[config.mk]
export PLATFORM = sky130hd
export DESIGN_NAME = mshr_unit
export DESIGN_NICKNAME = d
export VERILOG_FILES = /design/src/rtl/mshr_pkg.sv /design/src/rtl/mshr_ctrl.sv /design/src/rtl/mshr_dpath.sv /design/src/rtl/mshr_unit.sv
export SDC_FILE = /design/constraint.sdc
export NUM_CORES = 1
export LEC_CHECK = 0
export ABC_AREA = 0
export BUFFER_PORTS_ARGS = -buffer_cell sky130_fd_sc_hd__buf_2
export CELL_PAD_IN_SITES_DETAIL_PLACEMENT = 1
export CELL_PAD_IN_SITES_GLOBAL_PLACEMENT = 2
export CORE_ASPECT_RATIO = 1.25
export CORE_MARGIN = 10
export CORE_UTILIZATION = 33
export CTS_BUF_LIST = sky130_fd_sc_hd__clkbuf_4 sky130_fd_sc_hd__clkbuf_8 sky130_fd_sc_hd__clkbuf_16
export DETAILED_ROUTE_END_ITERATION = 16
export GPL_TIMING_DRIVEN = 1
export PLACE_DENSITY = 0.9
export SETUP_SLACK_MARGIN = 0.05
export SLEW_MARGIN = 20
export SYNTH_ARGS = -nofsm -noshare
export SYNTH_HDL_FRONTEND = slang
export SYNTH_SLANG_ARGS = --single-unit
[constraint.sdc]
create_clock -name clk -period 3.3 [get_ports clk]
set_input_delay 0.33 -clock clk [delete_from_list [all_inputs] [get_ports clk]]
set_output_delay 0.33 -clock clk [all_outputs]
set_load 0.01 [all_outputs]
[src/rtl/mshr_pkg.sv]
package mshr_pkg;
  // Per-cycle commands from control to the slot datapath.
  typedef struct packed {
    logic alloc;  // open a new slot at allocIdx
    logic merge;  // add a waiter to slot mergeIdx
    logic free;   // refill: write back and release slot freeIdx
  } mshrStrobes_t;
endpackage

[src/rtl/mshr_ctrl.sv]
module mshr_ctrl
  import mshr_pkg::*;
#(
  parameter int NUM_SLOTS = 4,
  parameter int WORDS     = 4,
  parameter int LINE_W    = 28,
  parameter int REG_W     = 5,
  localparam int IDX_W    = $clog2(NUM_SLOTS),
  localparam int WOFF_W   = $clog2(WORDS),
  localparam int NUM_REGS = 1 << REG_W
) (
  input  logic                              clk,
  input  logic                              rstN,
  input  logic                              missValid,
  input  logic [LINE_W-1:0]                 missLine,
  input  logic [WOFF_W-1:0]                 missWord,
  input  logic [REG_W-1:0]                  missDest,
  input  logic                              refillValid,
  input  logic [IDX_W-1:0]                  refillTag,
  input  logic [NUM_SLOTS-1:0]              entValid,
  input  logic [NUM_SLOTS-1:0][LINE_W-1:0]  entLine,
  input  logic [NUM_SLOTS-1:0][WORDS-1:0]   slotBusy,
  input  logic [NUM_REGS-1:0]               regEmpty,
  output mshrStrobes_t                      strb,
  output logic [IDX_W-1:0]                  allocIdx,
  output logic [IDX_W-1:0]                  mergeIdx,
  output logic [IDX_W-1:0]                  freeIdx,
  output logic                              missStall,
  output logic                              memReqValid,
  output logic [LINE_W-1:0]                 memReqLine,
  output logic [IDX_W-1:0]                  memReqTag
);
  logic             hitAny, idleAny, blocked, accept;
  logic [IDX_W-1:0] hitIdx, idleIdx;

  // Descending scan so the lowest matching / idle index wins.
  always_comb begin
    hitAny  = 1'b0;
    hitIdx  = '0;
    idleAny = 1'b0;
    idleIdx = '0;
    for (int i = NUM_SLOTS - 1; i >= 0; i--) begin
      if (entValid[i] && (entLine[i] == missLine)) begin
        hitAny = 1'b1;
        hitIdx = IDX_W'(i);
      end
      if (!entValid[i]) begin
        idleAny = 1'b1;
        idleIdx = IDX_W'(i);
      end
    end
  end

  always_comb begin
    blocked = refillValid                          // refill owns the cycle
           || regEmpty[missDest]                   // destination already pending
           || (hitAny && slotBusy[hitIdx][missWord]) // word slot taken
           || (!hitAny && !idleAny);               // table full
    accept      = missValid && !blocked;
    missStall   = missValid && blocked;
    strb.alloc  = accept && !hitAny;
    strb.merge  = accept && hitAny;
    strb.free   = refillValid && entValid[refillTag];
    allocIdx    = idleIdx;
    mergeIdx    = hitIdx;
    freeIdx     = refillTag;
    memReqValid = strb.alloc;
    memReqLine  = missLine;
    memReqTag   = idleIdx;
  end

  // nothing is taken into the table during a refill cycle.
  a_r10_no_accept_on_refill: assert property (@(posedge clk) disable iff (!rstN)
    refillValid |-> !strb.alloc && !strb.merge);

  // joining an existing slot never fetches the line again.
  a_r3_merge_no_request: assert property (@(posedge clk) disable iff (!rstN)
    strb.merge |-> !memReqValid);
endmodule

[src/rtl/mshr_dpath.sv]
module mshr_dpath
  import mshr_pkg::*;
#(
  parameter int NUM_SLOTS = 4,
  parameter int WORDS     = 4,
  parameter int LINE_W    = 28,
  parameter int REG_W     = 5,
  parameter int DATA_W    = 32,
  localparam int IDX_W    = $clog2(NUM_SLOTS),
  localparam int WOFF_W   = $clog2(WORDS),
  localparam int NUM_REGS = 1 << REG_W
) (
  input  logic                                         clk,
  input  logic                                         rstN,
  input  mshrStrobes_t                                 strb,
  input  logic [IDX_W-1:0]                             allocIdx,
  input  logic [IDX_W-1:0]                             mergeIdx,
  input  logic [IDX_W-1:0]                             freeIdx,
  input  logic [LINE_W-1:0]                            missLine,
  input  logic [WOFF_W-1:0]                            missWord,
  input  logic [REG_W-1:0]                             missDest,
  input  logic [WORDS-1:0][DATA_W-1:0]                 refillData,
  output logic [NUM_SLOTS-1:0]                         entValid,
  output logic [NUM_SLOTS-1:0][LINE_W-1:0]             entLine,
  output logic [NUM_SLOTS-1:0][WORDS-1:0]              slotBusy,
  output logic [NUM_REGS-1:0]                          regEmpty,
  output logic [WORDS-1:0]                             wbValid,
  output logic [WORDS-1:0][REG_W-1:0]                  wbDest,
  output logic [WORDS-1:0][DATA_W-1:0]                 wbData
);
  logic [NUM_SLOTS-1:0][WORDS-1:0][REG_W-1:0] slotDest;

  always_ff @(posedge clk) begin
    if (!rstN) begin
      entValid <= '0;
      entLine  <= '0;
      slotBusy <= '0;
      slotDest <= '0;
      regEmpty <= '0;
    end else begin
      if (strb.free) begin
        entValid[freeIdx] <= 1'b0;
        slotBusy[freeIdx] <= '0;
        for (int w = 0; w < WORDS; w++) begin
          if (slotBusy[freeIdx][w]) regEmpty[slotDest[freeIdx][w]] <= 1'b0;
        end
      end
      if (strb.alloc) begin
        entValid[allocIdx]           <= 1'b1;
        entLine[allocIdx]            <= missLine;
        slotBusy[allocIdx]           <= '0;
        slotBusy[allocIdx][missWord] <= 1'b1;
        slotDest[allocIdx][missWord] <= missDest;
        regEmpty[missDest]           <= 1'b1;
      end
      if (strb.merge) begin
        slotBusy[mergeIdx][missWord] <= 1'b1;
        slotDest[mergeIdx][missWord] <= missDest;
        regEmpty[missDest]           <= 1'b1;
      end
    end
  end

  generate
    for (genvar w = 0; w < WORDS; w++) begin : g_lane
      assign wbValid[w] = strb.free && slotBusy[freeIdx][w];
      assign wbDest[w]  = slotDest[freeIdx][w];
      assign wbData[w]  = refillData[w];

      // a lane only ever writes a register that is waiting.
      a_r5_lane_targets_empty: assert property (@(posedge clk) disable iff (!rstN)
        wbValid[w] |-> regEmpty[wbDest[w]]);
    end
  endgenerate

  // a new slot is opened only where none is in use.
  a_r12_alloc_idle_slot: assert property (@(posedge clk) disable iff (!rstN)
    strb.alloc |-> !entValid[allocIdx]);

  // no slot is opened while every slot is busy.
  a_r7_no_alloc_when_full: assert property (@(posedge clk) disable iff (!rstN)
    strb.alloc |-> !(&entValid));

  // a merge lands on a busy slot holding the same line.
  a_r3_merge_same_line: assert property (@(posedge clk) disable iff (!rstN)
    strb.merge |-> entValid[mergeIdx] && (entLine[mergeIdx] == missLine));

  // an accepted destination reads Empty on the next cycle.
  a_r4_dest_marked_empty: assert property (@(posedge clk) disable iff (!rstN)
    (strb.alloc || strb.merge) |=> regEmpty[$past(missDest)]);
endmodule

[src/rtl/mshr_unit.sv]
module mshr_unit
  import mshr_pkg::*;
#(
  parameter int NUM_SLOTS = 4,
  parameter int WORDS     = 4,
  parameter int LINE_W    = 28,
  parameter int REG_W     = 5,
  parameter int DATA_W    = 32,
  localparam int IDX_W    = $clog2(NUM_SLOTS),
  localparam int WOFF_W   = $clog2(WORDS),
  localparam int NUM_REGS = 1 << REG_W
) (
  input  logic                      clk,
  input  logic                      rstN,
  input  logic                      missValid,
  input  logic [LINE_W-1:0]         missLine,
  input  logic [WOFF_W-1:0]         missWord,
  input  logic [REG_W-1:0]          missDest,
  output logic                      missStall,
  output logic                      memReqValid,
  output logic [LINE_W-1:0]         memReqLine,
  output logic [IDX_W-1:0]          memReqTag,
  input  logic                      refillValid,
  input  logic [IDX_W-1:0]          refillTag,
  input  logic [WORDS*DATA_W-1:0]   refillData,
  output logic [WORDS-1:0]          wbValid,
  output logic [WORDS*REG_W-1:0]    wbDest,
  output logic [WORDS*DATA_W-1:0]   wbData,
  input  logic [REG_W-1:0]          qryReg,
  output logic                      qryFull
);
  mshrStrobes_t                     strb;
  logic [IDX_W-1:0]                 allocIdx, mergeIdx, freeIdx;
  logic [NUM_SLOTS-1:0]             entValid;
  logic [NUM_SLOTS-1:0][LINE_W-1:0] entLine;
  logic [NUM_SLOTS-1:0][WORDS-1:0]  slotBusy;
  logic [NUM_REGS-1:0]              regEmpty;

  mshr_ctrl #(
    .NUM_SLOTS(NUM_SLOTS), .WORDS(WORDS), .LINE_W(LINE_W), .REG_W(REG_W)
  ) u_ctrl (
    .clk(clk), .rstN(rstN),
    .missValid(missValid), .missLine(missLine), .missWord(missWord), .missDest(missDest),
    .refillValid(refillValid), .refillTag(refillTag),
    .entValid(entValid), .entLine(entLine), .slotBusy(slotBusy), .regEmpty(regEmpty),
    .strb(strb), .allocIdx(allocIdx), .mergeIdx(mergeIdx), .freeIdx(freeIdx),
    .missStall(missStall), .memReqValid(memReqValid), .memReqLine(memReqLine),
    .memReqTag(memReqTag)
  );

  mshr_dpath #(
    .NUM_SLOTS(NUM_SLOTS), .WORDS(WORDS), .LINE_W(LINE_W), .REG_W(REG_W), .DATA_W(DATA_W)
  ) u_dpath (
    .clk(clk), .rstN(rstN), .strb(strb),
    .allocIdx(allocIdx), .mergeIdx(mergeIdx), .freeIdx(freeIdx),
    .missLine(missLine), .missWord(missWord), .missDest(missDest),
    .refillData(refillData),
    .entValid(entValid), .entLine(entLine), .slotBusy(slotBusy), .regEmpty(regEmpty),
    .wbValid(wbValid), .wbDest(wbDest), .wbData(wbData)
  );

  assign qryFull = !regEmpty[qryReg];
endmodule

* Word-level counts from Yosys, hierarchy flattened
Cells that the tools add are included.
Word-level totals: flip-flop bits (word level) 244, output and inout port bits 185
Cells by class: equality and inequality tests 4, mux-type cells 91, bitwise operators 19, reductions and logical operators 31, order comparisons 19
Operators by type and width (number):
- two-way mux 32 bit | 15
- two-way mux 80 bit | 3
- bitwise mux 80 bit | 2
- bitwise AND 32 bit | 4
- NOT 32 bit | 4
- bitwise mux 112 bit | 1
- equality test 28 bit | 4
- demux 20 bit (select 2 bit) | 2
- two-way mux 16 bit | 5
- OR 32 bit | 2
- two-way mux 20 bit | 3
- demux 28 bit (select 2 bit) | 1
- binary-select mux 20 bit (select 2 bit) | 1
- less-than comparator 5 x 6 -> 1 bit (second input constant) | 6
- two-way mux 4 bit | 9
- bitwise AND 16 bit | 2
- demux 4 bit (select 2 bit) | 4
- NOT 16 bit | 2
- OR 16 bit | 2
- two-way mux 28 bit | 1
- demux 1 bit (select 5 bit) | 5
- >= comparator 5 x 1 -> 1 bit (second input constant) | 5
- logical AND 1 bit | 24
- two-way mux 1 bit | 20
- other kinds (14) | 37

* Longest topological paths before layout
word-level depth 28, depth in mapped cells 12, gate-level depth less buffers 8

* Modules after synthesis
A second synthesis with hierarchy kept.
Unflattened totals: cell total of the unflattened synthesis 1614, area total of the unflattened synthesis 14337.5 µm²
Modules (own cells, without submodules):
- mshr_dpath | area an instance 11875.1 µm², cells each 1320, times used 1, seq. area each 4884.7 µm²
- mshr_ctrl | area an instance 2135.8 µm², cells each 253, times used 1, seq. area each 0.0 µm²
- mshr_unit | area an instance 326.6 µm², cells each 41, times used 1, seq. area each 0.0 µm²

* Least setup slack after synthesis
OpenSTA, ideal clock, no wires.
path type input -> register, start input missDest[0], end register u_dpath.slotDest[20] (netlist name), setup time 0.132 ns, data arrival time 2.945 ns, data required time 3.168 ns, setup slack 0.223 ns, cell stages on the path 10, cell sequence mux4_1 -> a221oi_1 -> a21oi_1 -> or4_1 -> buf_2 -> a21o_4 -> buf_6 -> or4_4 -> buf_6 -> mux2i_1
Between the ends: longest elaborated chain between the ends 12, elaborated cells between the ends (all ways) 14
RTL lines:
- from (decl) | line mshr_unit.sv:18 | input logic [REG_W-1:0] missDest,
- binary-select mux 1 bit (select 5 bit) | line mshr_ctrl.sv:56 | || regEmpty[missDest]
- two-way mux 1 bit (not written as such) | line mshr_ctrl.sv:56
- logical OR 1 bit | line mshr_ctrl.sv:56
- logical OR 1 bit | line mshr_ctrl.sv:57 | || (hitAny && slotBusy[hitIdx][missWord])
- logical OR 1 bit | line mshr_ctrl.sv:58 | || (!hitAny && !idleAny);
- zero test 1 bit | line mshr_ctrl.sv:59 | accept = missValid && !blocked;
- logical AND 1 bit | line mshr_ctrl.sv:59
- logical AND 1 bit | line mshr_ctrl.sv:61 | strb.alloc = accept && !hitAny;
- two-way mux 80 bit | line mshr_dpath.sv:48 | if (strb.alloc) begin
- two-way mux 80 bit | line mshr_dpath.sv:34 | if (!rstN) begin
- bitwise mux 80 bit | line mshr_dpath.sv:58 | slotDest[mergeIdx][missWord] <= missDest;
- two-way mux 80 bit * | line mshr_dpath.sv:56 | if (strb.merge) begin
- to (signal, indexed assignment) | line mshr_dpath.sv:53 | slotDest[allocIdx][missWord] <= missDest;
- to (signal, indexed assignment) | line mshr_dpath.sv:58
- to (decl) | line mshr_dpath.sv:31 | logic [NUM_SLOTS-1:0][WORDS-1:0][REG_W-1:0] slotDest;
Mark *: on every way between the ends. The rest lies on a longest branch, timed or not. The select of a mux whose other input is x is not followed. A chain may end at the register's enable or synchronous reset.

* Worst setup path after layout
start register u_dpath.entLine[63] (netlist name), end output missStall
Between the ends: longest elaborated chain between the ends 13, elaborated cells between the ends (all ways) 18
RTL lines:
- from (decl) | line mshr_dpath.sv:24 | output logic [NUM_SLOTS-1:0][LINE_W-1:0] entLine,
- from (signal, indexed assignment) | line mshr_dpath.sv:50 | entLine[allocIdx] <= missLine;
- equality test 28 bit * | line mshr_ctrl.sv:43 | if (entValid[i] && (entLine[i] == missLine)) begin
- logical AND 1 bit * | line mshr_ctrl.sv:43
- two-way mux 2 bit (3 in series) | line mshr_ctrl.sv:43
- binary-select mux 4 bit (select 2 bit) | line mshr_ctrl.sv:57
- two-way mux 4 bit (not written as such) | line mshr_ctrl.sv:57
- binary-select mux 1 bit (select 2 bit) | line mshr_ctrl.sv:57
- two-way mux 1 bit (not written as such) | line mshr_ctrl.sv:57
- logical AND 1 bit | line mshr_ctrl.sv:57
- logical OR 1 bit | line mshr_ctrl.sv:57
- logical OR 1 bit * | line mshr_ctrl.sv:58
- logical AND 1 bit * | line mshr_ctrl.sv:60 | missStall = missValid && blocked;
- to (decl) | line mshr_unit.sv:19 | output logic missStall,
Marks and branches as above.

==> results.txt <==
outcome: complete, but fails checks
failing checks: setup timing
Worst Reg-to-Reg Cells: 14
DR DRC count: 0
clock latency at the later pin of the worst-skew pair: 570 ps
Die Span Y: 257 microns
worst setup path endpoint: missStall
Synth top area share: 33.1%
Hold Vio Cnt, Final: 0
CP max FO: 3
first-pass GRT wire length: 86.5 mm
post-synthesis sequential area ratio: 33.1%
WP data arrival: 3190 ps
DR vias/cell: 5.78
Post-Layout Cell Count: 2263
HP Class: input pin to register
Peak supply drop: 519 uV
Worst Skew: 17.3 ps
hold_buf cts: 0
max frequency: 284 MHz
syn_nets: 1802
Max Root-Sink Buffers: 3
Inserted Clock Buffers: 29
final number of setup-violating endpoints: 2
worst hold path startpoint: missLine[15]
vias in the first global route: 14063
worst r2r src: u_dpath.entLine[83]$_SDFFE_PN0P_
GRT Util Overall: 20.3%
NumNets Final: 1844
final wirelength: 57.5 mm
initial antenna violation count: 2
routability cong.: 0.938
Reg clk slew, reported paths: 60 ps
area of the die: 53700 sq um
WL/cell: 25.4 microns
Flop pwr share: 41.6%
final setup margin: -217 ps
fillcell total: 5042
CP Launch Point: u_dpath.entLine[63]$_SDFFE_PN0P_
maxcap violations: 0
area growth from synthesis to layout: 19.3%
clk root buf: clkbuf_16
Die Width: 209 microns
static leakage: 6.77 nW
synthesized area per cell: 9.08 sq um
Congestion Overflow GR: 0
clock sink count: 244
ys flop type: dfxtp_1
Yosys warning total: 0
Pint: 5.34 mW
cell area after synthesis: 14800 sq um
initial core utilization: 33.4%
RSZ-0062 raised after global routing: yes
Sw Pwr: 1.87 mW
Post-synth EDFFs: 0
pin count of the biggest net entering global routing: 167
worst reg2reg setup slack: 30 ps
Period Utilization, post-route: 107%
Reg area: 4910 sq um
row count: 86
Synth area leader: dfxtp_1
share of cells above drive strength 1: 29.3%
H-tree levels: 1
reg2reg end: u_dpath.slotDest[47]$_SDFF_PN0_
Sw Ratio: 25.9%
PD cells: 409 nW/um^2
ANT cells: 0
Area contributors post-synth: dfxtp_1, mux2i_1, buf_4
drt first-iter violations: 913
Comb power frac: 12.2%
DRT Pass-1 Iters: 5
Post-Place Setup Slack: -416 ps
Boundary Pins: 359
critical path class: register to primary output
crit end category: primary output
Worst EP required: 2970 ps
placed insts: 2192
vias: 13091
Clk network pwr share: 46.2%
Seq cells post-synth: 244
Slew @ Worst Pin: 839 ps
DP Area: 15900 sq um
Final HPWL DP: 41.8 mm
most common cell in the netlist: dfxtp_1
Pwr Total: 7.21 mW
minimum clock period: 3520 ps
synth cell count leaders: dfxtp_1, buf_4, mux2i_1, nand2_1, nand3_1
Synth Instances: 1628
area of the multi-input gates: 8710 sq um
post-route cell area: 17600 sq um
CTS tree: built
# port buffers: 102
FFs w/ async S/R, synth: 0%
synth unique cells: 57
slew margin rel.: 44.0%
final slew viol count: 0
crit start category: register
Core Area: 44200 sq um
Final ANT Viol Nets: 0
cells by family (layout without fill, tap and decap cells):
kind of cell	after synthesis	after routing	synth area share, %
AOI/OAI and AO/OA	305	305	13.7
DFF	244	244	33.1
muxes	188	188	16.6
xor gates and xnor gates	110	110	6.52
and+or+nand+nor	487	487	18.2
buffers and inverters	294	357	12.0
final cells by class:
cell class | instances | area share [%]
timing repair buffer | 300 | 13.0
clock buffer | 41 | 4.80
inverter | 5 | 0.106
multi-input combinational | 1090 | 49.4
tap | 572 | 4.06
sequential | 244 | 27.8
clock inverter | 11 | 0.781
flip-flops by register name, summed over array words and instances (netlist names):
name,count
u_dpath.entValid,4
u_dpath.slotBusy,16
u_dpath.entLine,112
u_dpath.regEmpty,32
u_dpath.slotDest,80
per-layer routing:
layer,up-vias,global-route usage [%],part of all wire [%]
met3,229,3.50,6.4
met5,-,0,0.047
met2,544,35.7,51
li1,5785,-,-
met1,6529,21.8,36
met4,4,13.4,7.0
timing repair:
| action | CTS | global route |
|---|---|---|
| pin swaps | 23 | 24 |
| endpoints found under the hold margin | 0 | 0 |
| setup buffers | 8 | 13 |
| gates resized for setup | 68 | 47 |
| endpoints found under the setup margin | 129 | 134 |
worst min path at each step:
stage	end	slack (ps)	cells after the start
floorplan	u_dpath.slotDest[75]$_SDFF_PN0_	430	2
global placement	u_dpath.slotDest[9]$_SDFF_PN0_	440	2
detailed placement	u_dpath.slotDest[3]$_SDFF_PN0_	450	2
CTS	u_dpath.entLine[32]$_SDFFE_PN0P_	90	3
global route	u_dpath.entLine[55]$_SDFFE_PN0P_	140	3
finish	u_dpath.entLine[15]$_SDFFE_PN0P_	110	3
placed cells by master, fill, tap and decap left out, types with 14 or more instances in the layout:
cell       instances
a21boi_1          22
clkbuf_16         29
nand4_1           33
o31ai_1           32
nor2b_1           77
buf_12            20
buf_4            170
nand3_1          120
o22ai_1           65
nor2_1            20
nand2b_1          15
mux2i_1          142
dfxtp_2           14
xnor2_1           48
o21ai_0           90
xnor2_2           21
a21boi_0          44
xor2_1            30
dfxtp_1          228
nand2_1          129
buf_2             99
mux4_2            42
critical path, stage by stage (launching register included):
cell	delay, ps
dfxtp_1	360
xor2_1	430
nor4_4	90
nand4_1	240
buf_4	160
nor2_1	60
a221o_1	380
buf_4	160
a311o_2	380
a21oi_4	220
buf_6	130
through the flow:
stage | util [%] | setup TNS (ps) | hold WS, ps
global route | 39.9 | -2580 | 141
detailed placement | 35.9 | -30760 | 447
floorplan | - | 0 | 432
finish | 39.9 | -383 | 106
global placement | 35.9 | -35050 | 439
CTS | 39.1 | -328 | 85.5
power groups by stage:
stage	Sequential [mW]	Clock, mW	Combinational [mW]
floorplan	3.06	0	0.620
global placement	3.06	0	0.797
detailed placement	3.06	0	0.814
CTS	3.00	3.39	0.849
global route	3.00	3.49	0.931
finish	3.00	3.33	0.879
Note: power is estimated with default switching activity, not from simulation.
